==> config.mk <==
export PLATFORM = sky130hd
export DESIGN_NAME = swin_seq
export DESIGN_NICKNAME = d
export VERILOG_FILES = /design/src/rtl/swin_pkg.sv /design/src/rtl/swin_table.sv /design/src/rtl/swin_addgen.sv /design/src/rtl/swin_fsm.sv /design/src/rtl/swin_seq.sv
export SDC_FILE = /design/constraint.sdc
export NUM_CORES = 2
export LEC_CHECK = 0
export BUFFER_PORTS_ARGS = -buffer_cell sky130_fd_sc_hd__buf_2
export CAP_MARGIN = 20
export CORE_MARGIN = 5
export CORE_UTILIZATION = 63
export CTS_CLUSTER_DIAMETER = 50
export DETAILED_ROUTE_END_ITERATION = 6
export PLACE_DENSITY = 0.91
export RECOVER_POWER = 25
export SLEW_MARGIN = 0
export SYNTH_ARGS = -nofsm -noshare
export SYNTH_HDL_FRONTEND = slang
export SYNTH_HIERARCHICAL = 1
export SYNTH_SLANG_ARGS = --single-unit
==> constraint.sdc <==
create_clock -name clk_i -period 6 [get_ports clk_i]
set_input_delay 0.6 -clock clk_i [delete_from_list [all_inputs] [get_ports clk_i]]
set_output_delay 0.6 -clock clk_i [all_outputs]
set_load 0.02 [all_outputs]
==> src/rtl/swin_pkg.sv <==
package swin_pkg;
  localparam int OFS_W = 8;
  localparam int DIR_W = 2;

  typedef enum logic [DIR_W-1:0] {
    DIR_NONE = 2'b00,
    DIR_RD   = 2'b01,
    DIR_WR   = 2'b10,
    DIR_RW   = 2'b11
  } swin_dir_e;

  typedef struct packed {
    logic signed [OFS_W-1:0] dx;
    logic signed [OFS_W-1:0] dy;
    swin_dir_e               dir;
  } swin_ent_t;
endpackage

==> src/rtl/swin_table.sv <==
module swin_table
  import swin_pkg::*;
#(
  parameter int N_WIN   = 16,
  parameter int MAX_ENT = 8,
  localparam int WIN_W  = $clog2(N_WIN),
  localparam int IDX_W  = $clog2(MAX_ENT)
) (
  input  logic             clk_i,
  input  logic             rst_ni,
  input  logic             we_i,
  input  logic [WIN_W-1:0] wr_win_i,
  input  logic [IDX_W-1:0] wr_idx_i,
  input  swin_ent_t        wr_ent_i,
  input  logic             cnt_we_i,
  input  logic [IDX_W-1:0] wr_cnt_i,
  input  logic [WIN_W-1:0] rd_win_i,
  input  logic [IDX_W-1:0] rd_idx_i,
  output swin_ent_t        rd_ent_o,
  output logic [IDX_W-1:0] rd_last_o
);
  localparam int N_ENT = N_WIN * MAX_ENT;

  swin_ent_t        ent_q [N_ENT];
  logic [IDX_W-1:0] last_q [N_WIN];

  always_ff @(posedge clk_i or negedge rst_ni) begin
    if (!rst_ni) begin
      for (int i = 0; i < N_ENT; i++) ent_q[i] <= '0;
      for (int w = 0; w < N_WIN; w++) last_q[w] <= '0;
    end else begin
      if (we_i)     ent_q[{wr_win_i, wr_idx_i}] <= wr_ent_i;
      if (cnt_we_i) last_q[wr_win_i]            <= wr_cnt_i;
    end
  end

  assign rd_ent_o  = ent_q[{rd_win_i, rd_idx_i}];
  assign rd_last_o = last_q[rd_win_i];
endmodule

==> src/rtl/swin_addgen.sv <==
module swin_addgen
  import swin_pkg::*;
#(
  parameter int COORD_W = 16
) (
  input  logic [COORD_W-1:0] hx_i,
  input  logic [COORD_W-1:0] hy_i,
  input  swin_ent_t          ent_i,
  output logic [COORD_W-1:0] ex_o,
  output logic [COORD_W-1:0] ey_o,
  output logic               bank_o
);
  localparam int EXT_W = COORD_W - OFS_W;

  assign ex_o   = hx_i + {{EXT_W{ent_i.dx[OFS_W-1]}}, ent_i.dx};
  assign ey_o   = hy_i + {{EXT_W{ent_i.dy[OFS_W-1]}}, ent_i.dy};
  assign bank_o = ey_o[0];
endmodule

==> src/rtl/swin_fsm.sv <==
module swin_fsm
  import swin_pkg::*;
#(
  parameter int COORD_W = 16,
  parameter int N_WIN   = 16,
  parameter int MAX_ENT = 8,
  localparam int WIN_W  = $clog2(N_WIN),
  localparam int IDX_W  = $clog2(MAX_ENT)
) (
  input  logic               clk_i,
  input  logic               rst_ni,
  input  logic               hdl_valid_i,
  output logic               hdl_ready_o,
  input  logic [COORD_W-1:0] hdl_x_i,
  input  logic [COORD_W-1:0] hdl_y_i,
  input  logic [WIN_W-1:0]   sel_win_i,
  output logic [WIN_W-1:0]   lk_win_o,
  output logic [IDX_W-1:0]   lk_idx_o,
  output logic [COORD_W-1:0] lk_hx_o,
  output logic [COORD_W-1:0] lk_hy_o,
  input  swin_ent_t          lk_ent_i,
  input  logic [IDX_W-1:0]   lk_last_i,
  input  logic [COORD_W-1:0] ex_i,
  input  logic [COORD_W-1:0] ey_i,
  input  logic               ebank_i,
  input  logic [1:0]         bank_ready_i,
  output logic               acc_valid_o,
  output logic               acc_bank_o,
  output logic [COORD_W-1:0] acc_x_o,
  output logic [COORD_W-1:0] acc_y_o,
  output logic               acc_wr_o
);
  logic               acc_valid_q, acc_bank_q, acc_wr_q, rw_pend_q;
  logic [COORD_W-1:0] acc_x_q, acc_y_q, hx_q, hy_q;
  logic [WIN_W-1:0]   win_q;
  logic [IDX_W-1:0]   idx_q, last_q;
  logic               acc_fire, load;

  assign hdl_ready_o = !acc_valid_q;
  assign acc_fire    = acc_valid_q && bank_ready_i[acc_bank_q];
  assign load        = (hdl_valid_i && !acc_valid_q) ||
                       (acc_fire && !rw_pend_q && idx_q != last_q);

  // idle: look up entry 0 of the selected window at the incoming handle
  assign lk_win_o = acc_valid_q ? win_q : sel_win_i;
  assign lk_idx_o = acc_valid_q ? idx_q + 1'b1 : '0;
  assign lk_hx_o  = acc_valid_q ? hx_q : hdl_x_i;
  assign lk_hy_o  = acc_valid_q ? hy_q : hdl_y_i;

  always_ff @(posedge clk_i or negedge rst_ni) begin
    if (!rst_ni) begin
      acc_valid_q <= 1'b0;
      acc_bank_q  <= 1'b0;
      acc_wr_q    <= 1'b0;
      rw_pend_q   <= 1'b0;
      acc_x_q     <= '0;
      acc_y_q     <= '0;
      hx_q        <= '0;
      hy_q        <= '0;
      win_q       <= '0;
      idx_q       <= '0;
      last_q      <= '0;
    end else begin
      if (!acc_valid_q && hdl_valid_i) begin
        win_q  <= sel_win_i;
        hx_q   <= hdl_x_i;
        hy_q   <= hdl_y_i;
        idx_q  <= '0;
        last_q <= lk_last_i;
      end else if (load) begin
        idx_q <= idx_q + 1'b1;
      end
      if (load) begin
        acc_valid_q <= 1'b1;
        acc_x_q     <= ex_i;
        acc_y_q     <= ey_i;
        acc_bank_q  <= ebank_i;
        acc_wr_q    <= (lk_ent_i.dir == DIR_WR);
        rw_pend_q   <= (lk_ent_i.dir == DIR_RW);
      end else if (acc_fire && rw_pend_q) begin
        acc_wr_q  <= 1'b1;
        rw_pend_q <= 1'b0;
      end else if (acc_fire) begin
        acc_valid_q <= 1'b0;
      end
    end
  end

  assign acc_valid_o = acc_valid_q;
  assign acc_bank_o  = acc_bank_q;
  assign acc_x_o     = acc_x_q;
  assign acc_y_o     = acc_y_q;
  assign acc_wr_o    = acc_wr_q;

  a_r6_stall_hold: assert property (@(posedge clk_i) disable iff (!rst_ni)
    (acc_valid_q && !bank_ready_i[acc_bank_q]) |=>
      (acc_valid_q && $stable(acc_x_q) && $stable(acc_y_q) && $stable(acc_wr_q)
       && $stable(acc_bank_q)));

  a_r2_rw_second_write: assert property (@(posedge clk_i) disable iff (!rst_ni)
    (acc_fire && rw_pend_q) |=>
      (acc_valid_q && acc_wr_q && $stable(acc_x_q) && $stable(acc_y_q)));

  a_r7_accept_starts: assert property (@(posedge clk_i) disable iff (!rst_ni)
    (hdl_valid_i && hdl_ready_o) |=> (acc_valid_q && !hdl_ready_o));

  a_r8_window_fixed: assert property (@(posedge clk_i) disable iff (!rst_ni)
    (acc_valid_q && $past(acc_valid_q)) |-> $stable(win_q));
endmodule

==> src/rtl/swin_seq.sv <==
module swin_seq
  import swin_pkg::*;
#(
  parameter int COORD_W = 16,
  parameter int N_WIN   = 16,
  parameter int MAX_ENT = 8,
  localparam int WIN_W  = $clog2(N_WIN),
  localparam int IDX_W  = $clog2(MAX_ENT)
) (
  input  logic                   clk_i,
  input  logic                   rst_ni,
  input  logic                   hdl_valid_i,
  output logic                   hdl_ready_o,
  input  logic [COORD_W-1:0]     hdl_x_i,
  input  logic [COORD_W-1:0]     hdl_y_i,
  input  logic                   win_sel_we_i,
  input  logic [WIN_W-1:0]       win_sel_i,
  input  logic                   tbl_we_i,
  input  logic [WIN_W-1:0]       tbl_win_i,
  input  logic [IDX_W-1:0]       tbl_idx_i,
  input  logic [OFS_W-1:0]       tbl_dx_i,
  input  logic [OFS_W-1:0]       tbl_dy_i,
  input  logic [DIR_W-1:0]       tbl_dir_i,
  input  logic                   tbl_cnt_we_i,
  input  logic [IDX_W-1:0]       tbl_cnt_i,
  output logic [1:0]             bank_valid_o,
  input  logic [1:0]             bank_ready_i,
  output logic [2*COORD_W-1:0]   bank_x_o,
  output logic [2*COORD_W-1:0]   bank_y_o,
  output logic [1:0]             bank_wr_o
);
  logic [WIN_W-1:0]   sel_q, lk_win;
  logic [IDX_W-1:0]   lk_idx, lk_last;
  logic [COORD_W-1:0] lk_hx, lk_hy, ex, ey, acc_x, acc_y;
  logic               ebank, acc_valid, acc_bank, acc_wr;
  swin_ent_t          wr_ent, lk_ent;

  always_ff @(posedge clk_i or negedge rst_ni) begin
    if (!rst_ni)           sel_q <= '0;
    else if (win_sel_we_i) sel_q <= win_sel_i;
  end

  assign wr_ent = '{dx: tbl_dx_i, dy: tbl_dy_i, dir: swin_dir_e'(tbl_dir_i)};

  swin_table #(.N_WIN(N_WIN), .MAX_ENT(MAX_ENT)) u_table (
    .clk_i, .rst_ni,
    .we_i(tbl_we_i), .wr_win_i(tbl_win_i), .wr_idx_i(tbl_idx_i), .wr_ent_i(wr_ent),
    .cnt_we_i(tbl_cnt_we_i), .wr_cnt_i(tbl_cnt_i),
    .rd_win_i(lk_win), .rd_idx_i(lk_idx), .rd_ent_o(lk_ent), .rd_last_o(lk_last)
  );

  swin_addgen #(.COORD_W(COORD_W)) u_addgen (
    .hx_i(lk_hx), .hy_i(lk_hy), .ent_i(lk_ent), .ex_o(ex), .ey_o(ey), .bank_o(ebank)
  );

  swin_fsm #(.COORD_W(COORD_W), .N_WIN(N_WIN), .MAX_ENT(MAX_ENT)) u_fsm (
    .clk_i, .rst_ni,
    .hdl_valid_i, .hdl_ready_o, .hdl_x_i, .hdl_y_i,
    .sel_win_i(sel_q),
    .lk_win_o(lk_win), .lk_idx_o(lk_idx), .lk_hx_o(lk_hx), .lk_hy_o(lk_hy),
    .lk_ent_i(lk_ent), .lk_last_i(lk_last),
    .ex_i(ex), .ey_i(ey), .ebank_i(ebank),
    .bank_ready_i,
    .acc_valid_o(acc_valid), .acc_bank_o(acc_bank),
    .acc_x_o(acc_x), .acc_y_o(acc_y), .acc_wr_o(acc_wr)
  );

  for (genvar b = 0; b < 2; b++) begin : g_bank
    assign bank_valid_o[b]                    = acc_valid && (acc_bank == b[0]);
    assign bank_x_o[b*COORD_W +: COORD_W]     = acc_x;
    assign bank_y_o[b*COORD_W +: COORD_W]     = acc_y;
    assign bank_wr_o[b]                       = acc_wr;

    a_r5_bank_lsb: assert property (@(posedge clk_i) disable iff (!rst_ni)
      bank_valid_o[b] |-> (bank_y_o[b*COORD_W] == b[0]));
  end
endmodule

==> key figures <==
Run status
  • Status: finished, violations left
  • Failing checks: max-capacitance violations, max-slew violations

Final layout
  • Final Cell Area: 124000 µm²
  • Area growth, synth to finish: 11.6%
  • Final core occ: 70.6%
  • Fin nets: 6954
  • FILL cells: 9739
  • Register area: 60900 µm²
  • Area of the multi-input gates: 47900 µm²
  • Fraction of final layout cells sized beyond drive strength 1: 57.3%

Worst setup path
  • CP max-delay cell: mux4_2
  • Crit path required time: 6.76 ns
  • Critical path's largest stage delay: 0.62 ns
  • Crit Path Class: register to register
  • CP Launch Type: register
  • Crit path cell chain: ha_1 > nand2b_1 > a21oi_4 > buf_12 > buf_4 > buf_4 > mux4_2 > mux4_2 > mux4_2 > mux2_2 > ha_1 > fa_1 > a21o_1 > a31o_1 > a21oi_2 > nor2b_1 > a221oi_2 > xnor2_1 > mux2_2
  • CP dominant cell by count: mux4_2
  • Buffers and inverters on the worst path: 3
  • R2r setup slk: 0.07 ns
  • CP Max Fanout: 19
  • Crit path capture type: register
  • Delay-heaviest family, CP: multiplexers
  • Critical Path AT: 6.69 ns

Routing
  • Initial DRC count: 6864
  • Vias: 65600
  • Final wirelength: 304000 µm
  • Via density: 6.97
  • DRC: 0
  • DR WL/cell: 32.3 µm
  • Antenna-violating nets left: 0
  • Number of iterations in the first detailed-routing pass: 7

Global routing
  • Initial antenna violation count: 39
  • GRT Residual Overflow: 0
  • First-pass GRT wire length: 461000 µm
  • Vias in the first global route: 71300
  • GR Util All Layers: 33.0%
  • Largest net degree at the start of global routing: 196

Floorplanning
  • Starting Density: 63.2%
  • Core area: 176000 µm²
  • Die X: 430 µm
  • Num rows: 154
  • Die Area: 185000 µm²
  • I/O pins: 141
  • Die height: 430 µm

Timing
  • Slew Viols, Final: 469
  • Setup violators final: 0
  • Worst-Margin Slew: 4.64 ns
  • Tmin final: 5.93 ns
  • Final Hold Violating Endpoints: 0
  • Rel. slew slack: -209%
  • Setup Total Neg Slack: 0 ns
  • Fin crit share: 98.8%
  • Fmax: 169 MHz
  • Worst clock skew: 0.0416 ns

Logic synthesis
  • Mapped Cells: 6800
  • Leading post-synthesis cells by cell area: dfrtp_1 55%, mux2_2 25%, mux4_2 16%
  • Syn Nets: 6905
  • Mapped cell area: 111000 µm²
  • Async S/R FF share, synth: 100%
  • Simple-Gate Fraction of Synth Area: 1.40%
  • Count of warnings emitted by yosys: 6
  • Compound-Gate Fraction of Synth Area: 0.509%
  • Largest family of logic cells by synthesized area: multiplexers
  • Synth cell types: 54
  • Register area share after synthesis: 54.7%
  • Most frequent cell after synthesis: mux2_2
  • Yosys top cell area share: 54.7%
  • Post-Syn Area per Cell: 16.4 µm²
  • Post-Synth XOR/XNOR Area: 0.220%
  • Seq cells post-synth: 2434
  • Area leader, netlist: dfrtp_1
  • Prevailing post-synth register cell: dfrtp_1
  • Number of flops mapped to enable cells by yosys: 0
  • Synth Area in Adders: 0.385%
  • Multiplexer share of the synthesized area: 40.3%
  • Post-synth top cells: 2441 x mux2_2, 2434 x dfrtp_1, 771 x mux4_2, 503 x clkbuf_1, 230 x nand2_1

CTS
  • CTS HTree Levels: 4
  • TritonCTS Buffers: 232
  • Clk pin slew, worst setup/hold paths: 0.07 ns
  • Root Buffer Master: clkbuf_16
  • CTS tree: yes
  • Worst skew pair latency: 0.89 ns
  • Buffer depth of the longest clock path: 3
  • Clock sink total: 2434
  • Post-CTS Setup Inserts: 0

Min path
  • Hold Crit Class: input port to register

Placed design
  • Port Buffer Count: 140
  • Cell Area, Placed: 115000 µm²
  • Post-DP HPWL: 177000 µm
  • GP Congestion: 0.902

Pwr
  • Maximum VDD drop: 0.297 mV
  • Power per cell area: 395 nW/µm²
  • LEAKAGE: 58.6 nW

Run
  • Max-cap violations: 23
## routing by layer
layer	GRT usage [%]	wire length, µm	vias to the layer above
li1	-	-	25500
met5	0	94	-
met1	42.8	110000	35300
met2	51.1	145000	3670
met3	8.85	29000	1073
met4	18.7	19800	16
## through the flow
| step | hold WS, ns | power, mW | setup slack (ns) | cells |
|---|---|---|---|---|
| after floorplan | 0.304 | 28.6 | 0.631 | 6800 |
| after global placement | 0.451 | 32.5 | 0.295 | 8895 |
| after detailed placement | 0.458 | 33.0 | 0.287 | 8904 |
| after CTS | 0.00260 | 48.8 | 0.192 | 9372 |
| after global routing | 0.0485 | 50.6 | -0.0175 | 9396 |
| final | 0.0592 | 49.0 | 0.0711 | 9409 |
## worst paths after layout
| kind | start | endpoint | cells after the start |
|---|---|---|---|
| min in group asynchronous | rst_ni | u_table/ent_q[312] | 2 |
| min | win_sel_we_i | sel_q[0] | 2 |
| max in group asynchronous | rst_ni | u_table/ent_q[191] | 4 |
| max | u_fsm/idx_q[0] | u_fsm/acc_y_o[14] | 19 |
| max reg2reg | u_fsm/idx_q[0] | u_fsm/acc_y_o[14] | 19 |
| min reg2reg | u_fsm/hy_q[2] | u_fsm/hy_q[2] | 2 |
## worst reg2reg max path: cells and delay by family (launching register included)
family | cells | cell delay (ns)
buffers and inverters | 3 | 0.71
AOI/OAI and AO/OA | 5 | 1.18
muxes | 5 | 2.18
and+or+nand+nor | 2 | 0.29
DFF | 1 | 0.47
xor gates and xnor gates | 1 | 0.09
adders and majority gates | 3 | 0.91
## logic make-up (layout without fill, tap and decap cells)
| group | count (synthesis) | count (layout) |
|---|---|---|
| adders and majority gates | 33 | 33 |
| xor gates and xnor gates | 28 | 28 |
| and+or+nand+nor | 360 | 360 |
| muxes | 3216 | 3216 |
| other | 0 | 23 |
| AOI/OAI and AO/OA | 83 | 83 |
| DFF | 2434 | 2434 |
| buffers and inverters | 646 | 892 |
## cell usage in the layout, fill, tap and decap left out, types with 7 or more instances in the layout
cell type and n:
nand2_1 230, ha_1 31, nor2_1 28, nand2b_1 11, clkbuf_8 52, nand3_1 9
buf_16 16, a21oi_1 17, buf_12 45, clkinv_2 47, bufinv_16 32, inv_1 11
buf_2 119, nor2_4 7, o21ai_0 10, clkbuf_1 67, a21o_1 12, diode_2 23
nor2_2 29, xnor2_1 16, nor2b_1 7, inv_6 8, clkbuf_16 237, xor2_1 12
nor3_1 10, mux2_2 2429, dfrtp_1 2433, mux2_1 12, a211oi_1 7, dlygate4sd3_1 37
mux4_2 771, buf_4 191
## power by group
group          switching (mW)  internal, mW  total [mW]
Combinational            7.60          6.61        14.2
Clock                    6.54          9.25        15.8
Sequential              0.985          18.0        19.0
## flip-flops by register name, indices dropped and copies added (netlist names)
signal / cells
sel_q: 4
u_fsm/acc_bank_o: 1
u_fsm/acc_valid_o: 1
u_fsm/acc_wr_o: 1
u_fsm/acc_x_o: 16
u_fsm/acc_y_o: 16
u_fsm/hx_q: 16
u_fsm/hy_q: 16
u_fsm/idx_q: 3
u_fsm/last_q: 3
u_fsm/rw_pend_q: 1
u_fsm/win_q: 4
u_table/ent_q: 2304
u_table/last_q: 48
## area by class of cell
| cell class | instances | area share [%] |
|---|---|---|
| flip-flops and latches | 2434 | 49.1 |
| multi-input cells | 3720 | 38.6 |
| clock inverters | 106 | 1.23 |
| well taps | 2340 | 2.36 |
| clock buffers | 325 | 5.44 |
| repair buffers | 450 | 3.22 |
| inverters | 11 | 0.0333 |
| diodes | 23 | 0.0464 |
## what timing repair did
action | CTS | global route
setup endpoints to repair | 0 | 4
resized for setup | 0 | 5
hold buffers | 37 | 0
endpoints found under the hold margin | 85 | 0
No activity file was read; power rests on OpenSTA's default activity.
